**config.mk**
```make
export PLATFORM = sky130hd
export DESIGN_NAME = periodic_irq_gen
export DESIGN_NICKNAME = d
export VERILOG_FILES = /design/src/rtl/periodic_irq_pkg.sv /design/src/rtl/periodic_rate_dec.sv /design/src/rtl/periodic_div_ctl.sv /design/src/rtl/periodic_tick_cnt.sv /design/src/rtl/periodic_irq_gen.sv
export SDC_FILE = /design/constraint.sdc
export NUM_CORES = 1
export LEC_CHECK = 0
export BUFFER_PORTS_ARGS = -buffer_cell sky130_fd_sc_hd__buf_2
export CAP_MARGIN = 20
export CORE_MARGIN = 1
export CORE_UTILIZATION = 57
export DETAILED_ROUTE_END_ITERATION = 7
export MAX_ROUTING_LAYER = met4
export PLACE_DENSITY = 0.8
export SYNTH_ARGS = -nofsm -noshare
export SYNTH_HDL_FRONTEND = slang
export SYNTH_SLANG_ARGS = --single-unit
```
**constraint.sdc**
```tcl
create_clock -name clk_i -period 3.7 [get_ports clk_i]
set_input_delay 0.74 -clock clk_i [delete_from_list [all_inputs] [get_ports clk_i]]
set_output_delay 0.74 -clock clk_i [all_outputs]
set_load 0.01 [all_outputs]
```
**src/rtl/periodic_irq_pkg.sv**
```systemverilog
package periodic_irq_pkg;
  localparam int unsigned RATE_W     = 4;
  localparam int unsigned DCC_W      = 3;
  localparam int unsigned CNT_W      = 15;
  localparam int unsigned ALIAS_MAX  = 2;
  localparam int unsigned ALIAS_ADD  = 7;
  localparam logic [7:0]  FLAG_MASK  = 8'hC0;

  typedef enum logic [1:0] {
    DIV_STOP  = 2'd0,
    DIV_RUN   = 2'd1,
    DIV_CLEAR = 2'd2
  } div_mode_e;

  function automatic logic [RATE_W-1:0] eff_code(input logic [RATE_W-1:0] code);
    if (code != '0 && code <= RATE_W'(ALIAS_MAX)) return code + RATE_W'(ALIAS_ADD);
    return code;
  endfunction
endpackage

```
**src/rtl/periodic_rate_dec.sv**
```systemverilog
module periodic_rate_dec
  import periodic_irq_pkg::*;
(
  input  logic [RATE_W-1:0] rate_i,
  output logic              active_o,
  output logic [CNT_W-1:0]  term_o
);
  logic [RATE_W-1:0] eff;

  always_comb begin
    eff      = eff_code(rate_i);
    active_o = (rate_i != '0);
    term_o   = '0;
    if (eff != '0) begin
      for (int k = 0; k < CNT_W; k++) begin
        if (k < int'(eff) - 1) term_o[k] = 1'b1;
      end
    end
  end
endmodule

```
**src/rtl/periodic_div_ctl.sv**
```systemverilog
module periodic_div_ctl
  import periodic_irq_pkg::*;
(
  input  logic [DCC_W-1:0] dcc_i,
  output div_mode_e        mode_o
);
  always_comb begin
    unique case (dcc_i[DCC_W-1 -: 2])
      2'b00:   mode_o = DIV_STOP;
      2'b11:   mode_o = DIV_CLEAR;
      default: mode_o = DIV_RUN;
    endcase
  end
endmodule

```
**src/rtl/periodic_tick_cnt.sv**
```systemverilog
module periodic_tick_cnt
  import periodic_irq_pkg::*;
(
  input  logic             clk_i,
  input  logic             rst_ni,
  input  logic             clr_i,
  input  logic             adv_i,
  input  logic [CNT_W-1:0] term_i,
  output logic             wrap_o
);
  logic [CNT_W-1:0] cnt_q;

  assign wrap_o = adv_i && !clr_i && (cnt_q == term_i);

  always_ff @(posedge clk_i or negedge rst_ni) begin
    if (!rst_ni)          cnt_q <= '0;
    else if (clr_i)       cnt_q <= '0;
    else if (adv_i) begin
      if (cnt_q == term_i) cnt_q <= '0;
      else                 cnt_q <= cnt_q + 1'b1;
    end
  end
endmodule

```
**src/rtl/periodic_irq_gen.sv**
```systemverilog
module periodic_irq_gen
  import periodic_irq_pkg::*;
(
  input  logic       clk_i,
  input  logic       rst_ni,
  input  logic       tick_i,
  input  logic [7:0] ctrl_a_i,
  input  logic [7:0] ctrl_b_i,
  output logic       evt_o,
  output logic [7:0] c_set_o
);
  localparam int unsigned EN_BIT  = 6;
  localparam int unsigned DCC_LSB = RATE_W;

  logic [RATE_W-1:0] rate;
  logic              en;
  logic [RATE_W-1:0] rate_q;
  logic              en_q;
  logic              restart;
  logic              active;
  logic [CNT_W-1:0]  term;
  div_mode_e         mode;
  logic              clr, adv, wrap;
  logic              evt_q;

  assign rate    = ctrl_a_i[RATE_W-1:0];
  assign en      = ctrl_b_i[EN_BIT];
  assign restart = (rate != rate_q) || (en != en_q);

  always_ff @(posedge clk_i or negedge rst_ni) begin
    if (!rst_ni) begin
      rate_q <= '0;
      en_q   <= 1'b0;
    end else begin
      rate_q <= rate;
      en_q   <= en;
    end
  end

  periodic_rate_dec u_rate_dec (
    .rate_i   (rate),
    .active_o (active),
    .term_o   (term)
  );

  periodic_div_ctl u_div_ctl (
    .dcc_i  (ctrl_a_i[DCC_LSB +: DCC_W]),
    .mode_o (mode)
  );

  // restart, inactive rate, disabled output and chain reset all clear the count
  assign clr = restart || !active || !en || (mode == DIV_CLEAR);
  assign adv = tick_i && (mode == DIV_RUN);

  periodic_tick_cnt u_tick_cnt (
    .clk_i  (clk_i),
    .rst_ni (rst_ni),
    .clr_i  (clr),
    .adv_i  (adv),
    .term_i (term),
    .wrap_o (wrap)
  );

  always_ff @(posedge clk_i or negedge rst_ni) begin
    if (!rst_ni) evt_q <= 1'b0;
    else         evt_q <= wrap;
  end

  assign evt_o   = evt_q;
  assign c_set_o = evt_q ? FLAG_MASK : 8'h00;
endmodule

```
==> results of run 1 <==
[stage by stage]
stage               power (uW)  worst slack [ns]
finish                     485           -0.0386
global route               507           -0.0883
CTS                        468             0.145
detailed placement         357            -0.191
global placement           354            -0.148
floorplan                  324           -0.0315
[worst paths after layout]
path / from / end / slack (ns)
max in group asynchronous: rst_ni / u_tick_cnt.cnt_q[10] / 3.01
worst max register to register: u_tick_cnt.cnt_q[10] / u_tick_cnt.cnt_q[0] / 0.67
worst max-delay path: ctrl_a_i[1] / u_tick_cnt.cnt_q[0] / -0.04
min in group clk_i: ctrl_b_i[6] / en_q / 0.55
worst min register to register: u_tick_cnt.cnt_q[4] / u_tick_cnt.cnt_q[4] / 0.61
worst min-delay path: rst_ni / u_tick_cnt.cnt_q[0] / 0.37
[flip-flops by register name, summed over array words and instances (netlist names)]
signal / count
en_q: 1
rate_q: 4
evt_o: 1
u_tick_cnt.cnt_q: 15
[cell families (layout without fill, tap and decap cells)]
| family | count (synthesis) | after routing | share of synthesized area |
|---|---|---|---|
| other cells | 1 | 6 | 0.00200 |
| compound gates | 56 | 56 | 0.222 |
| simple gates | 94 | 94 | 0.282 |
| buf+inv | 34 | 54 | 0.101 |
| flops | 21 | 21 | 0.281 |
| fa+ha+maj | 6 | 6 | 0.0401 |
| mux | 5 | 5 | 0.0301 |
| xor+xnor | 9 | 9 | 0.0421 |
[synthesized netlist by cell type, types with 5 or more instances]
cell type  instances
a211o_1            8
nor3_1            10
nand3_1            8
buf_4              8
o21ai_0           14
or3_1              6
clkbuf_1          11
xnor2_1            5
inv_1             10
nor2_1            14
nand2_1           20
nor3b_1            9
ha_1               6
a21oi_1            8
dfrtp_1           21
[worst max-delay path: stages]
cell and delay, ns:
buf_2 0.11, inv_2 0.05, ha_4 0.17, nor3_4 0.21, a21oi_1 0.09, nor2_1 0.26, ha_4 0.27, inv_1 0.09
o22a_1 0.15, o32ai_1 0.08, a221oi_1 0.38, nand4_1 0.26, o41ai_4 0.39, buf_4 0.19, clkbuf_16 0.14, clkbuf_2 0.18
buf_4 0.14, o21ai_0 0.06
[power by group through the flow]
stage / Clock, uW / Sequential [uW] / Combinational (uW)
floorplan: 0 / 238 / 86.5
global placement: 0 / 238 / 116
detailed placement: 0 / 238 / 119
CTS: 115 / 234 / 119
global route: 122 / 234 / 151
finish: 112 / 234 / 139
[cell usage in the layout, fill, tap and decap left out, types with 8 or more instances in the layout]
cell type / count
buf_2: 11
buf_4: 25
nor3b_1: 9
dfrtp_1: 21
a21oi_1: 8
nor2_1: 14
o21ai_0: 13
nand2_1: 20
nand3_1: 8
a211o_1: 8
nor3_1: 10
[layout make-up]
type	instances	area (um2)	area share
clock buffer	4	26.3	0.0118
inverter	10	42.5	0.0192
multi-input combinational	176	1250	0.564
sequential	21	526	0.237
tap	44	55.1	0.0248
timing repair buffer	40	318	0.143
[metal layers]
layer / GRT usage / routed length, um
met1: 0.343 / 1990
met2: 0.377 / 2060
met5: - / 0
met3: 0.0284 / 239
met4: 0.109 / 132
[repair_timing]
action                                  CTS  global route
setup buffers                             0             7
hold endpoints to repair                  0             0
endpoints found under the setup margin    0             7
gates resized for setup                   0            13
==> impl_metrics.yaml, run 1 <==
run_status:
  status: "finished, violations left"
  violations: "negative setup slack"
place:
  hpwlAfterDp_um: 2920
  dp.cells: 282
  placed_area_um2: 2030
  portBuffers: 12
  gp_congestion: 0.975
global_routing:
  grt_start_max_net_pins: 23
  grt_pass1_wl_um: 6470
  grt_use_total: 0.252
  grt_pass1_vias: 1425
  grt_remaining_overflow: 0
  grt_antenna_before_repair: 0
synthesis:
  yosys_warnings: 0
  netlist.top_cell.by_area: "dfrtp_1"
  synthCells: 226
  yosysSeqAreaShare: 0.281
  async_flop_share: 1.00
  synth_edf_count: 0
  synthTopCellsByArea: "dfrtp_1 (28%), ha_1 (4.0%), nand2_1 (4.0%)"
  synth_top_area_frac: 0.281
  synth_flop_cell: "dfrtp_1"
  avgSynthCellArea_um2: 8.28
  ys_types: 57
  synth-seq-cells: 21
  syn_area_um2: 1870
layout:
  fillers: 237
  drive_above_1_share: 0.267
  final_util: 0.721
  n_antenna_cell: 0
  area_growth_pct: 18.6
  instances_no_fill: 295
  fin_area_um2: 2220
  final_nets: 277
setup_path:
  crit_type: "in2reg"
  crit_arrival_ns: 3.94
  endpoint_kind: "register"
  path_max_fanout: 6
  cp.required_ns: 3.90
  r2r_cells: 11
  start_kind: "input port"
timing:
  fin_setup_tns_ns: -0.129
  slew_violations: 0
  slew_headroom: 0.621
  finalHoldViolCount: 0
  fmax_ghz: 0.267
  finalSetupViolations: 4
  worst_pin_slew_ns: 0.557
  fin_worst_skew_ns: 0.00110
  fin_ws_ns: -0.0386
  post-route-period-util: 1.01
  fin_crit_ns: 3.74
  hold_slack_ns: 0.368
route:
  ant_nets: 0
  vias_per_cell: 5.95
  wl_per_cell_um: 15.0
  drt_iter0_markers: 141
  wirelength_um: 4420
  vias: 1754
  first_pass_iters: 5
  drc: 0
power:
  pwr-share-comb: 0.286
  sw_frac_of_total: 0.300
  intPower_uw: 339
  clockPowerShare: 0.232
  seq_power_share: 0.482
  peakVddDrop_mv: 0.162
  powerDensity_nw_per_um2: 219
  p_sw_uw: 146
  leakage_uw: 0.00102
die:
  num_io_pins: 28
  start_util: 0.608
  die_y_um: 59.3
  fp.dieW_um: 59.3
  die_area_um2: 3510
  rows: 20
  core_area_um2: 3080
cts:
  htreeDepth: 1
  cts_tree: "built"
  cts_inserted_buffers: 3
  clk_latency_ns: 0.31
  cts_root_buf: "clkbuf_4"
  clock_sinks: 21
  postCtsHoldBufs: 0
  clockBufferDepth: 2
  clkSlewWorstSetupHoldPaths_ns: 0.11
run:
  maxCapViolCount: 0
worst_hold_path:
  hold_class: "in2async"
Note: power is estimated with default switching activity, not from simulation.
==> inputs of run 2 (changes only) <==
--- a/config.mk
+++ b/config.mk
@@ -6,7 +6,7 @@
 export NUM_CORES = 1
 export LEC_CHECK = 0
 export BUFFER_PORTS_ARGS = -buffer_cell sky130_fd_sc_hd__buf_2
-export CAP_MARGIN = 20
+export CAP_MARGIN = 10
 export CORE_MARGIN = 1
 export CORE_UTILIZATION = 57
 export DETAILED_ROUTE_END_ITERATION = 7
==> constraint.sdc (replaced) <==
create_clock -name clk_i -period 3.5 [get_ports clk_i]
set_input_delay 0.7 -clock clk_i [delete_from_list [all_inputs] [get_ports clk_i]]
set_output_delay 0.7 -clock clk_i [all_outputs]
set_load 0.01 [all_outputs]
==> run 2 against run 1 <==
Sequential share of layout area shrank 1.1 points. Worst setup slack improved by 0.030 ns. Critical path depth decreased by 1. Clock skew is 0.0082 ns higher. Combinational power is 13% higher. Final cell count is 2.7% higher. Count of clock-buffer cells in the layout is the same. The flow still finishes with violations (negative setup slack). Flip-flop and latch count stayed put. Wire length grew 3.4%.
==> impl_metrics.yaml, run 2 (same netlist as run 1, synthesis figures left out) <==
run_status:
  status: "finished, violations left"
  violations: "negative setup slack"
route:
  m1WireLength_um: 1990
  drc: 0
  first_pass_iters: 4
  wl_met3_um: 242
  vias_per_cell: 5.95
  wl_per_cell_um: 15.1
  wirelength_um: 4570
  vias: 1804
  ant_nets: 0
  maxUsedRoutingLayer: "met4"
  drt_iter0_markers: 77
  route.met2.wl_um: 2250
power:
  leakage_uw: 0.00107
  seq_power_share: 0.472
  pwr-share-comb: 0.301
  clockPowerShare: 0.227
  sw_frac_of_total: 0.296
  intPower_uw: 368
  powerDensity_nw_per_um2: 225
  p_sw_uw: 155
  peakVddDrop_mv: 0.162
layout:
  n_antenna_cell: 0
  largest_register_ffs: 15
  multi_input_comb_area_um2: 1270
  final_nets: 285
  drive_above_1_share: 0.309
  final_util: 0.755
  register_area_um2: 526
  final_cell_mix: "buf_4 (31), dfrtp_1 (21), nand2_1 (20)"
  area_growth_pct: 24.2
  instances_no_fill: 303
  fillers: 240
  final_common_cell: "buf_4"
  top_regs: "u_tick_cnt.cnt_q: 15 flops, rate_q: 4 flops"
  largest-register: "u_tick_cnt.cnt_q"
die:
  core_area_um2: 3080
  rows: 20
  num_io_pins: 28
  start_util: 0.608
  die_area_um2: 3510
  die_y_um: 59.3
  fp.dieW_um: 59.3
place:
  hpwlAfterDp_um: 3070
  portBuffers: 12
  dp.cells: 291
  gp_congestion: 0.898
timing:
  fin_setup_tns_ns: -0.0180
  slew_violations: 0
  fmax_ghz: 0.285
  finalHoldViolCount: 0
  fin_crit_ns: 3.51
  finalSetupViolations: 3
  fin_worst_skew_ns: 0.00932
  fin_ws_ns: -0.00850
  rsz0062_at_grt: "true"
  post-route-period-util: 1.00
worst_hold_path:
  hold_class: "in2async"
setup_path:
  crit_arrival_ns: 3.71
  start_kind: "input port"
  crit_path_max_incr_delay_ns: 0.34
  path_common_cell: "ha_4"
  path_max_fanout: 6
  crit_family: "compound AO/OA/AOI/OAI gates"
  crit_chain: "buf_8, inv_6, ha_4, nor3_4, o21ai_1, xnor2_1, ha_4, nand2b_4, mux2_4, o22ai_2, o2111a_1, nand4_1, o41ai_4, buf_6, clkbuf_16, nor2_1, a211o_1"
  crit_type: "in2reg"
  cp_num_buf_inv: 4
  crit_slowest_cell: "o41ai_4"
  cp.required_ns: 3.70
  endpoint_kind: "register"
  crit_path_start: "ctrl_a_i[0]"
  r2r-start: "u_tick_cnt.cnt_q[10]"
cts:
  clkSlewWorstSetupHoldPaths_ns: 0.12
  postCtsHoldBufs: 0
  cts_root_buf: "clkbuf_4"
  clock_sinks: 21
  cts_tree: "built"
  clk_latency_ns: 0.31
  htreeDepth: 1
  cts_inserted_buffers: 3
  clockBufferDepth: 2
global_routing:
  grt_antenna_before_repair: 0
  grt_use_total: 0.264
  grt_start_max_net_pins: 22
  grt_pass1_wl_um: 6840
  grt_pass1_vias: 1524
  grt_remaining_overflow: 0
run:
  maxCapViolCount: 0
## run 2: cell count changes in the layout (fill, tap and decap cells not counted), sizes merged
cell	delta
buf	+9
clkbuf	-1
## run 2: worst paths after layout
check,depth (start not counted),endpoint,slack [ns]
hold / removal,1,u_tick_cnt.cnt_q[0],0.32
setup / recovery,17,u_tick_cnt.cnt_q[9],-0.008
min in group clk_i,1,en_q,0.50
setup reg to reg,10,u_tick_cnt.cnt_q[9],0.74
hold reg to reg,1,u_tick_cnt.cnt_q[0],0.61
max in group asynchronous,1,u_tick_cnt.cnt_q[12],2.84
## run 2: metal layers
layer	GRT usage	vias to the layer above
li1	-	877
met1	0.347	863
met2	0.419	55
met3	0.0328	9
met4	0.0884	0
met5	-	-
## run 2: power groups by stage
stage	Sequential, uW	Clock (uW)	Combinational, uW
floorplan	251	0	91.4
finish	247	119	157
global placement	251	0	134
CTS	247	124	138
global route	247	130	172
detailed placement	252	0	137
## run 2: area by class of cell
| type | instances | area share |
|---|---|---|
| tap | 44 | 0.0237 |
| inverter | 10 | 0.0194 |
| timing repair buffer | 48 | 0.174 |
| multi-input combinational | 176 | 0.545 |
| sequential | 21 | 0.226 |
| clock buffer | 4 | 0.0113 |
## run 2: stage by stage
| stage | hold WS [ns] | setup slack (ns) | cell area, um2 | power [uW] |
|---|---|---|---|---|
| floorplan | 0.404 | -0.191 | 1950 | 343 |
| global placement | 0.560 | -0.298 | 2120 | 385 |
| detailed placement | 0.572 | -0.345 | 2120 | 389 |
| CTS | 0.335 | 0.0255 | 2140 | 510 |
| global route | 0.359 | -0.138 | 2320 | 549 |
| finish | 0.324 | -0.00850 | 2320 | 523 |
## run 2: repair_timing
action | CTS | global route
resized for setup | 1 | 20
setup buffers | 0 | 5
pin swaps | 0 | 9
gates cloned | 0 | 3
endpoints found under the setup margin | 7 | 14
endpoints found under the hold margin | 0 | 0
## run 2: worst reg2reg max path, stage by stage, from the launching register on
cell,delay [ns]
dfrtp_1,0.49
nor4bb_1,0.39
o211a_1,0.24
o32ai_1,0.07
a221oi_1,0.28
nand4_1,0.21
o41ai_4,0.34
buf_6,0.18
clkbuf_16,0.15
nor2_1,0.04
a211o_1,0.26
==> inputs of run 3 (changes only) <==
--- a/config.mk
+++ b/config.mk
@@ -11,7 +11,8 @@
 export CORE_UTILIZATION = 57
 export DETAILED_ROUTE_END_ITERATION = 7
 export MAX_ROUTING_LAYER = met4
-export PLACE_DENSITY = 0.8
+export PLACE_DENSITY_LB_ADDON = 0.12
 export SYNTH_ARGS = -nofsm -noshare
 export SYNTH_HDL_FRONTEND = slang
 export SYNTH_SLANG_ARGS = --single-unit
+export TNS_END_PERCENT = 100
==> run 3 against run 2 <==
The flow now finishes without violations. Via count is 1.6% lower. Clock power rose by 6%. Sequential share of layout area up 0.33 points. Register-to-register slack is essentially flat. First-iteration DRC count down 3.9%. Hold slack about the same. Design area decreased by 1.5%. Critical path depth up 2. Sequential power about the same. Combinational power hardly changed. Wire length rose by 0.88%. Largest cell class unchanged. Highest routed layer unchanged.
==> impl_metrics.yaml, run 3 (same netlist as run 1, synthesis figures left out) <==
die:
  die_area_um2: 3510
  start_util: 0.608
  core_area_um2: 3080
  num_io_pins: 28
  rows: 20
  die_y_um: 59.3
  fp.dieW_um: 59.3
layout:
  final_cell_mix: "buf_4 (30), dfrtp_1 (21), nand2_1 (20)"
  area_growth_pct: 22.4
  largest-register: "u_tick_cnt.cnt_q"
  largest_register_ffs: 15
  final_common_cell: "buf_4"
  final_nets: 282
  top_regs: "u_tick_cnt.cnt_q: 15 flops, rate_q: 4 flops"
  final_util: 0.744
  fillers: 248
  fin_area_um2: 2290
  n_antenna_cell: 0
  drive_above_1_share: 0.305
place:
  hpwlAfterDp_um: 3100
  dpl_worst_slack_ns: -0.375
  gp_congestion: 0.937
  placed_area_um2: 2110
  portBuffers: 12
setup_path:
  start_kind: "input port"
  r2r-start: "u_tick_cnt.cnt_q[10]"
  crit_arrival_ns: 3.70
  cp.required_ns: 3.72
  crit_end: "u_tick_cnt.cnt_q[9]"
  path_max_fanout: 10
  endpoint_kind: "register"
  r2r_cells: 10
  rr_endpoint: "u_tick_cnt.cnt_q[9]"
  r2r_slack_ns: 0.75
  crit_path_start: "ctrl_a_i[0]"
  crit_type: "in2reg"
route:
  vias: 1775
  ant_nets: 0
  vias_per_cell: 5.92
  drc: 0
  first_pass_iters: 4
  wl_per_cell_um: 15.4
  wirelength_um: 4610
  drt_iter0_markers: 74
cts:
  htreeDepth: 1
  cts_root_buf: "clkbuf_4"
  clock_sinks: 21
  cts_tree: "built"
  clk_latency_ns: 0.32
  clockBufferDepth: 2
  cts_inserted_buffers: 3
  clkSlewWorstSetupHoldPaths_ns: 0.12
timing:
  finalSetupViolations: 0
  fmax_ghz: 0.288
  fin_setup_tns_ns: 0
  post-route-period-util: 0.993
  slew_violations: 0
  fin_crit_ns: 3.48
  fin_worst_skew_ns: 0.00413
  finalHoldViolCount: 0
  fin_ws_ns: 0.0248
run_status:
  status: "complete, no violations"
run:
  maxCapViolCount: 0
power:
  leakage_uw: 0.00105
  power.total_uw: 528
  powerDensity_nw_per_um2: 230
  peakVddDrop_mv: 0.181
global_routing:
  grt_pass1_vias: 1644
  grt_pass1_wl_um: 7290
  grt_start_max_net_pins: 22
  grt_use_total: 0.284
  grt_remaining_overflow: 0
  grt_antenna_before_repair: 0
worst_hold_path:
  hold_class: "in2async"
==> run 3: cell count changes in the layout (fill, tap and decap cells not counted), moves of 2 or more <==
cell / before / now
inv_2: 0 / 2
nor3b_1: 7 / 9
nor3b_2: 2 / 0
buf_8: 2 / 0
==> run 3: critical path, cell delays in order <==
cell	delay, ns
buf_4	0.11
inv_6	0.04
ha_4	0.16
or3_4	0.39
nor2_4	0.09
nor2_2	0.05
buf_4	0.14
ha_4	0.16
buf_4	0.15
nor2_4	0.09
nor2_1	0.06
o31ai_2	0.27
xnor2_1	0.17
nand3b_1	0.17
o41ai_4	0.33
buf_6	0.18
clkbuf_16	0.16
nor3_1	0.05
a211o_1	0.23
==> run 3: final cells by class <==
cell class	instances	area, um2	share of cell area
tap	44	55.1	0.0240
inverter	10	42.5	0.0186
timing repair buffer	45	362	0.158
sequential	21	526	0.230
clock buffer	4	26.3	0.0115
multi-input combinational	176	1280	0.558
==> run 3: where the power goes <==
group | switching (uW) | leakage, uW | total, uW | internal, uW
registers | 1.26 | 0.000282 | 247 | 246
logic | 81.2 | 0.000753 | 155 | 73.9
clock network | 81.0 | 0.0000150 | 126 | 44.7
==> run 3: how the worst min path moves through the flow <==
stage	startpoint	to	slack [ns]	cells after the start
final	rst_ni	en_q	0.32	1
after global routing	rst_ni	en_q	0.36	1
after CTS	rst_ni	rate_q[1]	0.34	1
after detailed placement	u_tick_cnt.cnt_q[13]	u_tick_cnt.cnt_q[13]	0.57	1
after global placement	u_tick_cnt.cnt_q[13]	u_tick_cnt.cnt_q[13]	0.54	1
after floorplan	rst_ni	en_q	0.40	0
==> run 3: timing repair <==
item	4_1_cts	5_1_grt
gates cloned	0	2
gates resized for setup	1	17
endpoints found under the setup margin	7	12
hold buffers	0	0
pin swaps	0	5
buffers inserted	1	3
==> run 3: stage by stage <==
step	hold slack [ns]	cells
floorplan	0.404	231
global placement	0.542	290
detailed placement	0.574	290
CTS	0.335	295
global route	0.360	300
finish	0.323	300
==> run 3: metal layers <==
metal / vias to the layer above / GRT usage / part of all wire
met4: 0 / 0.122 / 0.019
li1: 870 / - / -
met3: 12 / 0.0306 / 0.033
met2: 40 / 0.445 / 0.49
met1: 853 / 0.373 / 0.46
met5: - / - / 0
